**src/rtl/jtc_pkg.sv**
```systemverilog
package jtc_pkg;

  typedef enum logic [2:0] {
    JK_REL     = 3'd0,
    JK_ABS     = 3'd1,
    JK_BIT     = 3'd2,
    JK_BIT_CLR = 3'd3,
    JK_BIT_SET = 3'd4,
    JK_CALL    = 3'd5,
    JK_RET     = 3'd6,
    JK_OTHER   = 3'd7
  } jmp_kind_e;

  typedef enum logic {
    FS_IDLE = 1'b0,
    FS_READ = 1'b1
  } fill_state_e;

  function automatic logic is_loader(input logic [2:0] kind);
    return kind <= JK_BIT_SET;
  endfunction

endpackage

```
**src/rtl/jtc_tag.sv**
```systemverilog
module jtc_tag #(
  parameter int AW = 16
) (
  input  logic          clk,
  input  logic          rst,
  input  logic          lookup,
  input  logic [AW-1:0] pc,
  input  logic          flush,
  input  logic          fill_start,
  input  logic          fill_done,
  output logic          hit,
  output logic          valid
);

  logic [AW-1:0] tag_q;
  logic          valid_q;

  assign hit   = lookup && valid_q && (pc == tag_q) && !flush;
  assign valid = valid_q;

  always_ff @(posedge clk) begin
    if (rst) begin
      valid_q <= 1'b0;
      tag_q   <= '0;
    end else if (flush) begin
      valid_q <= 1'b0;
    end else if (fill_start) begin
      valid_q <= 1'b0;
      tag_q   <= pc;
    end else if (fill_done) begin
      valid_q <= 1'b1;
    end
  end

  AST_VALID_AFTER_FILL: assert property (@(posedge clk) disable iff (rst)
    $rose(valid_q) |-> $past(fill_done));

  AST_FLUSH_CLEARS: assert property (@(posedge clk) disable iff (rst)
    flush |=> !valid_q);

endmodule

```
**src/rtl/jtc_fill.sv**
```systemverilog
module jtc_fill #(
  parameter int AW = 16,
  parameter int LW = 2
) (
  input  logic          clk,
  input  logic          rst,
  input  logic          start,
  input  logic [AW-1:0] tgt,
  input  logic          flush,
  input  logic          stall,
  input  logic          rvalid,
  output logic          mem_req_o,
  output logic [AW-1:0] mem_addr_o,
  output logic [LW-1:0] we,
  output logic          done
);
  import jtc_pkg::*;

  localparam int IW = (LW > 1) ? $clog2(LW) : 1;

  fill_state_e   state_q;
  logic [IW-1:0] idx_q;
  logic          take;
  logic          last;

  assign take = (state_q == FS_READ) && rvalid && !stall && !flush && !start;
  assign last = (idx_q == IW'(LW - 1));
  assign done = take && last;

  for (genvar i = 0; i < LW; i++) begin : g_we
    assign we[i] = take && (idx_q == IW'(i));
  end

  always_ff @(posedge clk) begin
    if (rst) begin
      state_q    <= FS_IDLE;
      idx_q      <= '0;
      mem_req_o  <= 1'b0;
      mem_addr_o <= '0;
    end else if (flush) begin
      state_q   <= FS_IDLE;
      mem_req_o <= 1'b0;
    end else if (start) begin
      state_q    <= FS_READ;
      idx_q      <= '0;
      mem_req_o  <= 1'b1;
      mem_addr_o <= tgt;
    end else if (take) begin
      if (last) begin
        state_q   <= FS_IDLE;
        mem_req_o <= 1'b0;
      end else begin
        idx_q      <= idx_q + IW'(1);
        mem_addr_o <= mem_addr_o + AW'(1);
      end
    end
  end

  AST_STALL_HOLDS: assert property (@(posedge clk) disable iff (rst)
    (mem_req_o && stall && !flush && !start) |=> (mem_req_o && $stable(mem_addr_o)));

  AST_FLUSH_ABORTS: assert property (@(posedge clk) disable iff (rst)
    flush |=> !mem_req_o);

endmodule

```
**src/rtl/jtc_data.sv**
```systemverilog
module jtc_data #(
  parameter int DW = 16,
  parameter int LW = 2
) (
  input  logic          clk,
  input  logic          rst,
  input  logic [LW-1:0] we,
  input  logic [DW-1:0] wdata,
  input  logic          rd_en,
  output logic          out_valid,
  output logic [DW-1:0] out_words [LW]
);

  logic [DW-1:0] store [LW];

  for (genvar i = 0; i < LW; i++) begin : g_word
    always_ff @(posedge clk) begin
      if (we[i]) store[i] <= wdata;
    end
    always_ff @(posedge clk) begin
      if (rd_en) out_words[i] <= store[i];
    end
  end

  always_ff @(posedge clk) begin
    if (rst) out_valid <= 1'b0;
    else     out_valid <= rd_en;
  end

endmodule

```
**src/rtl/jtc_top.sv**
```systemverilog
module jtc_top #(
  parameter int AW = 16,
  parameter int DW = 16
) (
  input  logic          clk,
  input  logic          rst,
  input  logic          jmp_valid,
  input  logic [2:0]    jmp_kind,
  input  logic          jmp_taken,
  input  logic [AW-1:0] jmp_pc,
  input  logic [AW-1:0] jmp_tgt,
  input  logic          cf_flush,
  input  logic          stall,
  output logic          mem_req,
  output logic [AW-1:0] mem_addr,
  input  logic [DW-1:0] mem_rdata,
  input  logic          mem_rvalid,
  output logic          hit_valid,
  output logic [DW-1:0] hit_word0,
  output logic [DW-1:0] hit_word1
);
  import jtc_pkg::*;

  localparam int LW = 2;

  logic          lookup;
  logic          hit;
  logic          entry_valid;
  logic          fill_start;
  logic          fill_done;
  logic [LW-1:0] we;
  logic [DW-1:0] words [LW];

  assign lookup     = jmp_valid && jmp_taken && is_loader(jmp_kind);
  assign fill_start = lookup && !hit && !cf_flush;

  jtc_tag #(.AW(AW)) u_tag (
    .clk        (clk),
    .rst        (rst),
    .lookup     (lookup),
    .pc         (jmp_pc),
    .flush      (cf_flush),
    .fill_start (fill_start),
    .fill_done  (fill_done),
    .hit        (hit),
    .valid      (entry_valid)
  );

  jtc_fill #(.AW(AW), .LW(LW)) u_fill (
    .clk        (clk),
    .rst        (rst),
    .start      (fill_start),
    .tgt        (jmp_tgt),
    .flush      (cf_flush),
    .stall      (stall),
    .rvalid     (mem_rvalid),
    .mem_req_o  (mem_req),
    .mem_addr_o (mem_addr),
    .we         (we),
    .done       (fill_done)
  );

  jtc_data #(.DW(DW), .LW(LW)) u_data (
    .clk       (clk),
    .rst       (rst),
    .we        (we),
    .wdata     (mem_rdata),
    .rd_en     (hit),
    .out_valid (hit_valid),
    .out_words (words)
  );

  assign hit_word0 = words[0];
  assign hit_word1 = words[1];

  AST_HIT_NO_FETCH: assert property (@(posedge clk) disable iff (rst)
    hit_valid |-> !mem_req);

  AST_FILL_INVALID: assert property (@(posedge clk) disable iff (rst)
    mem_req |-> !entry_valid);

endmodule

```
**config.mk**
```make
export PLATFORM = sky130hd
export DESIGN_NAME = jtc_top
export DESIGN_NICKNAME = d
export VERILOG_FILES = /design/src/rtl/jtc_pkg.sv /design/src/rtl/jtc_tag.sv /design/src/rtl/jtc_fill.sv /design/src/rtl/jtc_data.sv /design/src/rtl/jtc_top.sv
export SDC_FILE = /design/constraint.sdc
export NUM_CORES = 1
export LEC_CHECK = 0
export ABC_AREA = 1
export CORE_AREA = 2 2 94 96
export CTS_CLUSTER_DIAMETER = 100
export DETAILED_ROUTE_END_ITERATION = 10
export DIE_AREA = 0 0 96 98
export HOLD_SLACK_MARGIN = 0.05
export PLACE_DENSITY = 0.89
export SETUP_SLACK_MARGIN = 0.4
export SYNTH_ARGS = -nofsm -noshare
export SYNTH_HDL_FRONTEND = slang
export SYNTH_SLANG_ARGS = --single-unit
```
**constraint.sdc**
```tcl
create_clock -name clk -period 4.1 [get_ports clk]
set_input_delay 0.41 -clock clk [delete_from_list [all_inputs] [get_ports clk]]
set_output_delay 0.41 -clock clk [all_outputs]
set_load 0.02 [all_outputs]
```
==> results.sh, run 1 <==
export IMPL_routed_wl_um=9470
export IMPL_clock_latency_ns=0.36
export IMPL_clk_root_buffer_cell="clkbuf_8"
export IMPL_r2r_start="u_tag.tag_q[7]$_SDFFE_PP0P_"
export IMPL_cts_max_path_buffers=2
export IMPL_grt_setup_unrepaired="no"
export IMPL_ys_seq_area_frac=0.613
export IMPL_synth_top_area_cell="edfxtp_1"
export IMPL_dieArea_um2=9410
export IMPL_min_path_cells=0
export IMPL_grt_pass1_vias=3326
export IMPL_num_rows=34
export IMPL_tightestPinTransition_ns=0.986
export IMPL_area_growth_pct=31.1
export IMPL_fin_crit_ns=2.76
export IMPL_avgSynthCellArea_um2=9.28
export IMPL_die_height_um=98
export IMPL_worstPathRequired_ns=4.15
export IMPL_ys_warn_count=0
export IMPL_gp_congestion=0.910
export IMPL_r2r_end="u_data.store[0][25]$_DFFE_PP_"
export IMPL_fmax_ghz=0.363
export IMPL_vias_per_cell=5.12
export IMPL_synth_cells=464
export IMPL_drv_slew=0
export IMPL_max_slew_margin=0.342
export IMPL_ff2ff_path_depth=12
export IMPL_drive_gt1_frac=0.0502
export IMPL_clk_pin_slew_ns=0.10
export IMPL_synth_cell_area_um2=4310
export IMPL_drtIter0Drc=177
export IMPL_ys_types=32
export IMPL_post_cts_buffers=0
export IMPL_cts_tree="done"
export IMPL_die_x_um=96
export IMPL_crit_path_max_incr_delay_ns=0.57
export IMPL_num_vias=3510
export IMPL_tns_ns=0
export IMPL_place_hpwl_um=6960
export IMPL_routedWlPerCell_um=13.8
export IMPL_port_buffers=107
export IMPL_hold_viol=0
export IMPL_coreArea_um2=8470
export IMPL_power_density_nw_per_um2=328
export IMPL_synth_edff_count=64
export IMPL_worstPathArrival_ns=2.80
export IMPL_grt_start_max_net_pins=64
export IMPL_synthesis_nets=523
export IMPL_antenna_found_initial=0
export IMPL_total_power_mw=1.85
export IMPL_track_usage=0.210
export IMPL_async_flop_share=0
export IMPL_cts_hold_repair_buffers=0
export IMPL_final_area_um2=5650
export IMPL_path_cells="clkdlybuf4s50_1 > xnor2_1 > nand3_1 > nor2_1 > nand3_4 > nand2_4 > buf_4 > inv_1 > nor2_2 > buf_4"
export IMPL_cpMostUsedCell="buf_4"
export IMPL_synth_main_ff_cell="edfxtp_1"
export IMPL_status="finished clean"
export IMPL_htreeDepth=3
export IMPL_hold_path_class="flip-flop to flip-flop"
export IMPL_drtPass1Iterations=4
export IMPL_place_area_um2=5470
export IMPL_ios=108
export IMPL_ant_nets=0
export IMPL_initial_utilization=0.509
export IMPL_cts_made_buffers=9
export IMPL_critical_path_slowest_cell="clkdlybuf4s50_1"
export IMPL_peakVddDrop_uv=153
export IMPL_synth_most_common_cell="nand2_1"
export IMPL_synth_seq_cells=100
export IMPL_yosys_top_cells_count="nand2_1, edfxtp_1, inv_1"
export IMPL_gr_total_overflow=0
export IMPL_setup_viol=0
export IMPL_num_antenna_cells=0
export IMPL_drc=0
export IMPL_worstSetupPathType="primary input to flip-flop"
export IMPL_final_net_count=632
export IMPL_final_core_util=0.667
export IMPL_leakage_nw=2.24
export IMPL_cts_sinks=100
export IMPL_synth_top_area_share=0.446
export IMPL_fin_skew_ns=0.0159
export IMPL_hold_end="hit_word1[0]$_DFFE_PP_"
export IMPL_hold_start="u_data.store[0][16]$_DFFE_PP_"
export IMPL_min_period_over_period=0.673
export IMPL_crit_fanout=63
export IMPL_r2r_setup_slack_ns=1.53
export IMPL_synthTopCellsByArea="edfxtp_1, dfxtp_1, nand2_1, inv_1, nand3_1"
export IMPL_startpoint_type="primary input"
export IMPL_drv_cap=0
export IMPL_end_kind="flip-flop"
export IMPL_cts_resized_gates=0
export IMPL_grt_pass1_wl_um=15300
-- how the worst max path moves through the flow --
stage               start                            end  slack [ns]  cells past startpoint
4_1_cts        jmp_pc[11]  u_data.store[0][20]$_DFFE_PP_        1.36                     13
5_1_grt        jmp_pc[15]  u_data.store[0][20]$_DFFE_PP_        1.12                     13
3_5_place_dp    jmp_pc[4]  u_data.store[0][18]$_DFFE_PP_        0.97                     10
2_1_floorplan   jmp_pc[7]         hit_word0[0]$_DFFE_PP_        2.08                      7
6_report        jmp_pc[4]  u_data.store[0][25]$_DFFE_PP_        1.34                     10
3_3_place_gp   jmp_pc[15]  u_data.store[0][31]$_DFFE_PP_        1.09                     13
-- power breakdown --
group | leakage [nW] | switching (mW) | internal (mW)
sequential | 0.868 | 0.0135 | 1.08
clock | 0.0873 | 0.352 | 0.230
combinational | 1.29 | 0.0866 | 0.0911
total | 2.24 | 0.452 | 1.40
-- layout make-up --
cell class	count	area, um2
Fill cell	682	2820
Timing Repair Buffer	111	1100
Sequential cell	100	2640
Multi-Input combinational cell	284	1340
Clock inverter	7	58.8
Tap cell	108	135
Inverter	67	251
Clock buffer	9	124
-- cells in the final DEF, fill, tap and decap left out, types with 2 or more instances in the layout --
cell type,count
a21oi_1,17
a31oi_1,2
buf_4,4
clkbuf_8,9
clkdlybuf4s50_1,107
clkinv_1,2
clkinvlp_4,2
dfxtp_1,36
edfxtp_1,64
inv_1,63
inv_2,3
inv_8,2
nand2_1,105
nand3_1,39
nand3b_1,4
nand4_1,8
nor2_1,51
nor2_2,4
nor3_1,5
o21ai_0,22
o21ai_1,8
xor2_1,9
-- sequential cells by signal (all words and copies together) (netlist names) --
| register | cells |
|---|---|
| u_data.store | 32 |
| hit_word0 | 16 |
| hit_word1 | 16 |
| u_fill.mem_addr_o | 16 |
| u_tag.tag_q | 16 |
| u_data.out_valid | 1 |
| u_fill.idx_q | 1 |
| u_fill.mem_req_o | 1 |
| u_tag.valid | 1 |
-- cell families (layout without fill, tap and decap cells) --
family          after synthesis  count (layout)  synth area share
xor+xnor                     10              10            0.0203
fa+ha+maj                     1               1           0.00290
flops                       100             100             0.613
simple gates                221             221             0.223
buf+inv                      80             194            0.0767
compound gates               52              52            0.0639
-- layer usage --
| layer | up-vias | share of wire | track usage |
|---|---|---|---|
| li1 | 1735 | - | - |
| met1 | 1607 | 0.42 | 0.277 |
| met2 | 154 | 0.49 | 0.336 |
| met3 | 14 | 0.076 | 0.0540 |
| met4 | 0 | 0.013 | 0.0692 |
| met5 | - | 0 | 0 |
-- critical path, delay by kind of cell --
kind          cells  cell delay (ns)
buf+inv           4             1.48
simple gates      5             0.76
xor+xnor          1             0.15
-- through the flow --
stage / worst slack [ns] / cells / hold WS, ns
6_report: 1.34 / 686 / 0.425
5_1_grt: 1.12 / 686 / 0.433
4_1_cts: 1.36 / 686 / 0.427
3_5_place_dp: 0.973 / 670 / 0.405
3_3_place_gp: 1.09 / 670 / 0.402
2_1_floorplan: 2.08 / 464 / 0.400
(Power assumes the default switching activity.)
==> run 2: changes to the inputs <==
CORE_AREA = 2 2 102 104   (was 2 2 94 96)
DIE_AREA = 0 0 104 106   (was 0 0 96 98)
PLACE_DENSITY = 0.81   (was 0.89)
clock period = 2.2 ns   (was 4.1 ns; I/O delays follow)
==> run 2 against run 1 <==
  * Die area rose by 17%
  * Routed wire length is 6.6% higher
  * Sequential power rose by 86%
  * Clock skew shrank 0.00071 ns
  * Cell count is 6.6% higher
  * First-iteration DRC count increased by 9.0%
  * Sequential share of layout area down 3.1 points
  * Flip-flop and latch count unchanged
  * Non-clock buffer count grew 17
  * Core utilization down 5.9 points
  * Critical endpoint is now hit_word0[1]$_DFFE_PP_
  * Largest cell class unchanged
  * Highest routed layer unchanged
==> results.sh, run 2 (synthesis results as in run 1) <==
export IMPL_grt_setup_unrepaired="yes"
export IMPL_final_area_um2=6080
export IMPL_clock_latency_ns=0.35
export IMPL_power_density_nw_per_um2=574
export IMPL_combPwrFrac=0.103
export IMPL_path_cells="clkdlybuf4s50_1 > inv_1 > nand2_1 > nand4_1 > nor4_4 > nand3_2 > clkinvlp_4 > clkbuf_16"
export IMPL_grt_pass1_vias=3250
export IMPL_tightestPinTransition_ns=0.624
export IMPL_routed_wl_um=10100
export IMPL_final_cell_mix="clkdlybuf4s50_1, nand2_1, edfxtp_1"
export IMPL_place_hpwl_um=7090
export IMPL_critical_path_slowest_cell="clkdlybuf4s50_1"
export IMPL_p_switching_uw=861
export IMPL_cts_made_buffers=9
export IMPL_cts_hold_repair_buffers=0
export IMPL_drtIter0Drc=193
export IMPL_worstPathArrival_ns=1.89
export IMPL_fin_skew_ns=0.0152
export IMPL_leakage_nw=2.44
export IMPL_drc=0
export IMPL_internal_power_mw=2.63
export IMPL_drtPass1Iterations=5
export IMPL_min_period_over_period=0.825
export IMPL_critPathBufInv=4
export IMPL_end_kind="flip-flop"
export IMPL_coreArea_um2=10000
export IMPL_setup_viol=0
export IMPL_startpoint_type="primary input"
export IMPL_grt_pass1_wl_um=15500
export IMPL_ant_nets=0
export IMPL_num_antenna_cells=0
export IMPL_die_height_um=106
export IMPL_clk_pin_slew_ns=0.10
export IMPL_switching_share=0.247
export IMPL_final_net_count=649
export IMPL_num_vias=3541
export IMPL_fin_crit_ns=1.81
export IMPL_fmax_ghz=0.551
export IMPL_cts_tree="done"
export IMPL_worstPathRequired_ns=2.28
export IMPL_clockPowerShare=0.315
export IMPL_track_usage=0.178
export IMPL_drv_slew=0
export IMPL_vias_per_cell=4.84
export IMPL_hold_path_class="primary input to flip-flop"
export IMPL_tns_ns=0
export IMPL_drv_cap=0
export IMPL_ios=108
export IMPL_crit_path_max_incr_delay_ns=0.55
export IMPL_crit_fanout=8
export IMPL_worstSetupPathType="primary input to flip-flop"
export IMPL_port_buffers=107
export IMPL_regMostFlops="u_data.store"
export IMPL_dieArea_um2=11000
export IMPL_cpLargestDelayFamily="buffers and inverters"
export IMPL_max_slew_margin=0.584
export IMPL_htreeDepth=3
export IMPL_fin_cells=731
export IMPL_antenna_found_initial=0
export IMPL_place_area_um2=5590
export IMPL_cts_max_path_buffers=2
export IMPL_dp_cells=704
export IMPL_hold_viol=0
export IMPL_drive_gt1_frac=0.146
export IMPL_die_x_um=104
export IMPL_initial_utilization=0.431
export IMPL_routedWlPerCell_um=13.8
export IMPL_peakVddDrop_uv=422
export IMPL_gp_congestion=0.891
export IMPL_p_seq_frac=0.582
export IMPL_grt_start_max_net_pins=34
export IMPL_gr_total_overflow=0
export IMPL_clk_root_buffer_cell="clkbuf_8"
export IMPL_cts_sinks=100
export IMPL_largest_reg_flops=32
export IMPL_place_ws_ns=0.0412
export IMPL_num_rows=37
export IMPL_final_common_cell="clkdlybuf4s50_1"
export IMPL_status="finished clean"
export IMPL_fin_ws_ns=0.386
export IMPL_area_growth_pct=41.1
## run 2: cell count changes in the layout (fill, tap and decap cells not counted), sizes merged
cell           before  now
inv                69   68
clkdlybuf4s50     107   99
clkbuf              9   13
dlymetal6s2s        0    8
clkinvlp            2    3
buf                 4   17
## run 2: metrics by stage
step	hold slack, ns	power [mW]	util
finish	0.217	3.49	0.608
global route	0.232	3.62	0.608
CTS	0.416	3.50	0.582
detailed placement	0.405	2.41	0.559
global placement	0.404	2.40	0.559
floorplan	0.292	2.23	-
## run 2: what timing repair did
action                     in CTS  in global routing
hold endpoints to repair        0                  0
cloned                          1                  4
resized for setup               5                 48
setup endpoints to repair      28                 97
pin swaps                       1                  9
buffers inserted                0                  6
## run 2: per-layer routing
metal / GRT usage / up-vias / wire length (um)
li1: - / 1770 / -
met2: 0.310 / 121 / 4960
met5: 0 / - / 0
met1: 0.225 / 1636 / 4420
met3: 0.0337 / 14 / 576
met4: 0.0550 / 0 / 144
## run 2: final cells by class
| type | count | area, um2 |
|---|---|---|
| Fill cell | 834 | 3920 |
| Sequential cell | 100 | 2660 |
| Multi-Input combinational cell | 284 | 1420 |
| Timing Repair Buffer | 128 | 1390 |
| Inverter | 67 | 262 |
| Tap cell | 136 | 170 |
| Clock buffer | 9 | 124 |
| Clock inverter | 7 | 63.8 |
## run 2: worst paths after layout
check | startpoint | endpoint | slack [ns] | cells past startpoint
max | jmp_pc[3] | hit_word0[1]$_DFFE_PP_ | 0.39 | 8
min | jmp_pc[8] | u_tag.tag_q[8]$_SDFFE_PP0P_ | 0.22 | 3
max reg2reg | u_tag.tag_q[12]$_SDFFE_PP0P_ | u_data.store[0][30]$_DFFE_PP_ | 0.40 | 11
min reg2reg | u_data.store[0][0]$_DFFE_PP_ | hit_word0[0]$_DFFE_PP_ | 0.42 | 0
## run 2: worst register-to-register path, stage by stage, from the launching register on
cell and delay, ns:
dfxtp_2 0.35, inv_1 0.05, nand2_1 0.08, nand2_1 0.07, nor2_2 0.13, nand2_1 0.07, nor2_2 0.15, nand3_4 0.10
nand2_4 0.11, inv_4 0.05, nor2_4 0.18, clkbuf_16 0.20
## run 2: power groups by stage
| stage | Clock (mW) | Sequential (mW) | Combinational (mW) |
|---|---|---|---|
| global route | 1.19 | 2.04 | 0.396 |
| CTS | 1.13 | 2.03 | 0.337 |
| floorplan | 0 | 2.08 | 0.143 |
| finish | 1.10 | 2.03 | 0.359 |
| global placement | 0 | 2.07 | 0.328 |
| detailed placement | 0 | 2.07 | 0.334 |
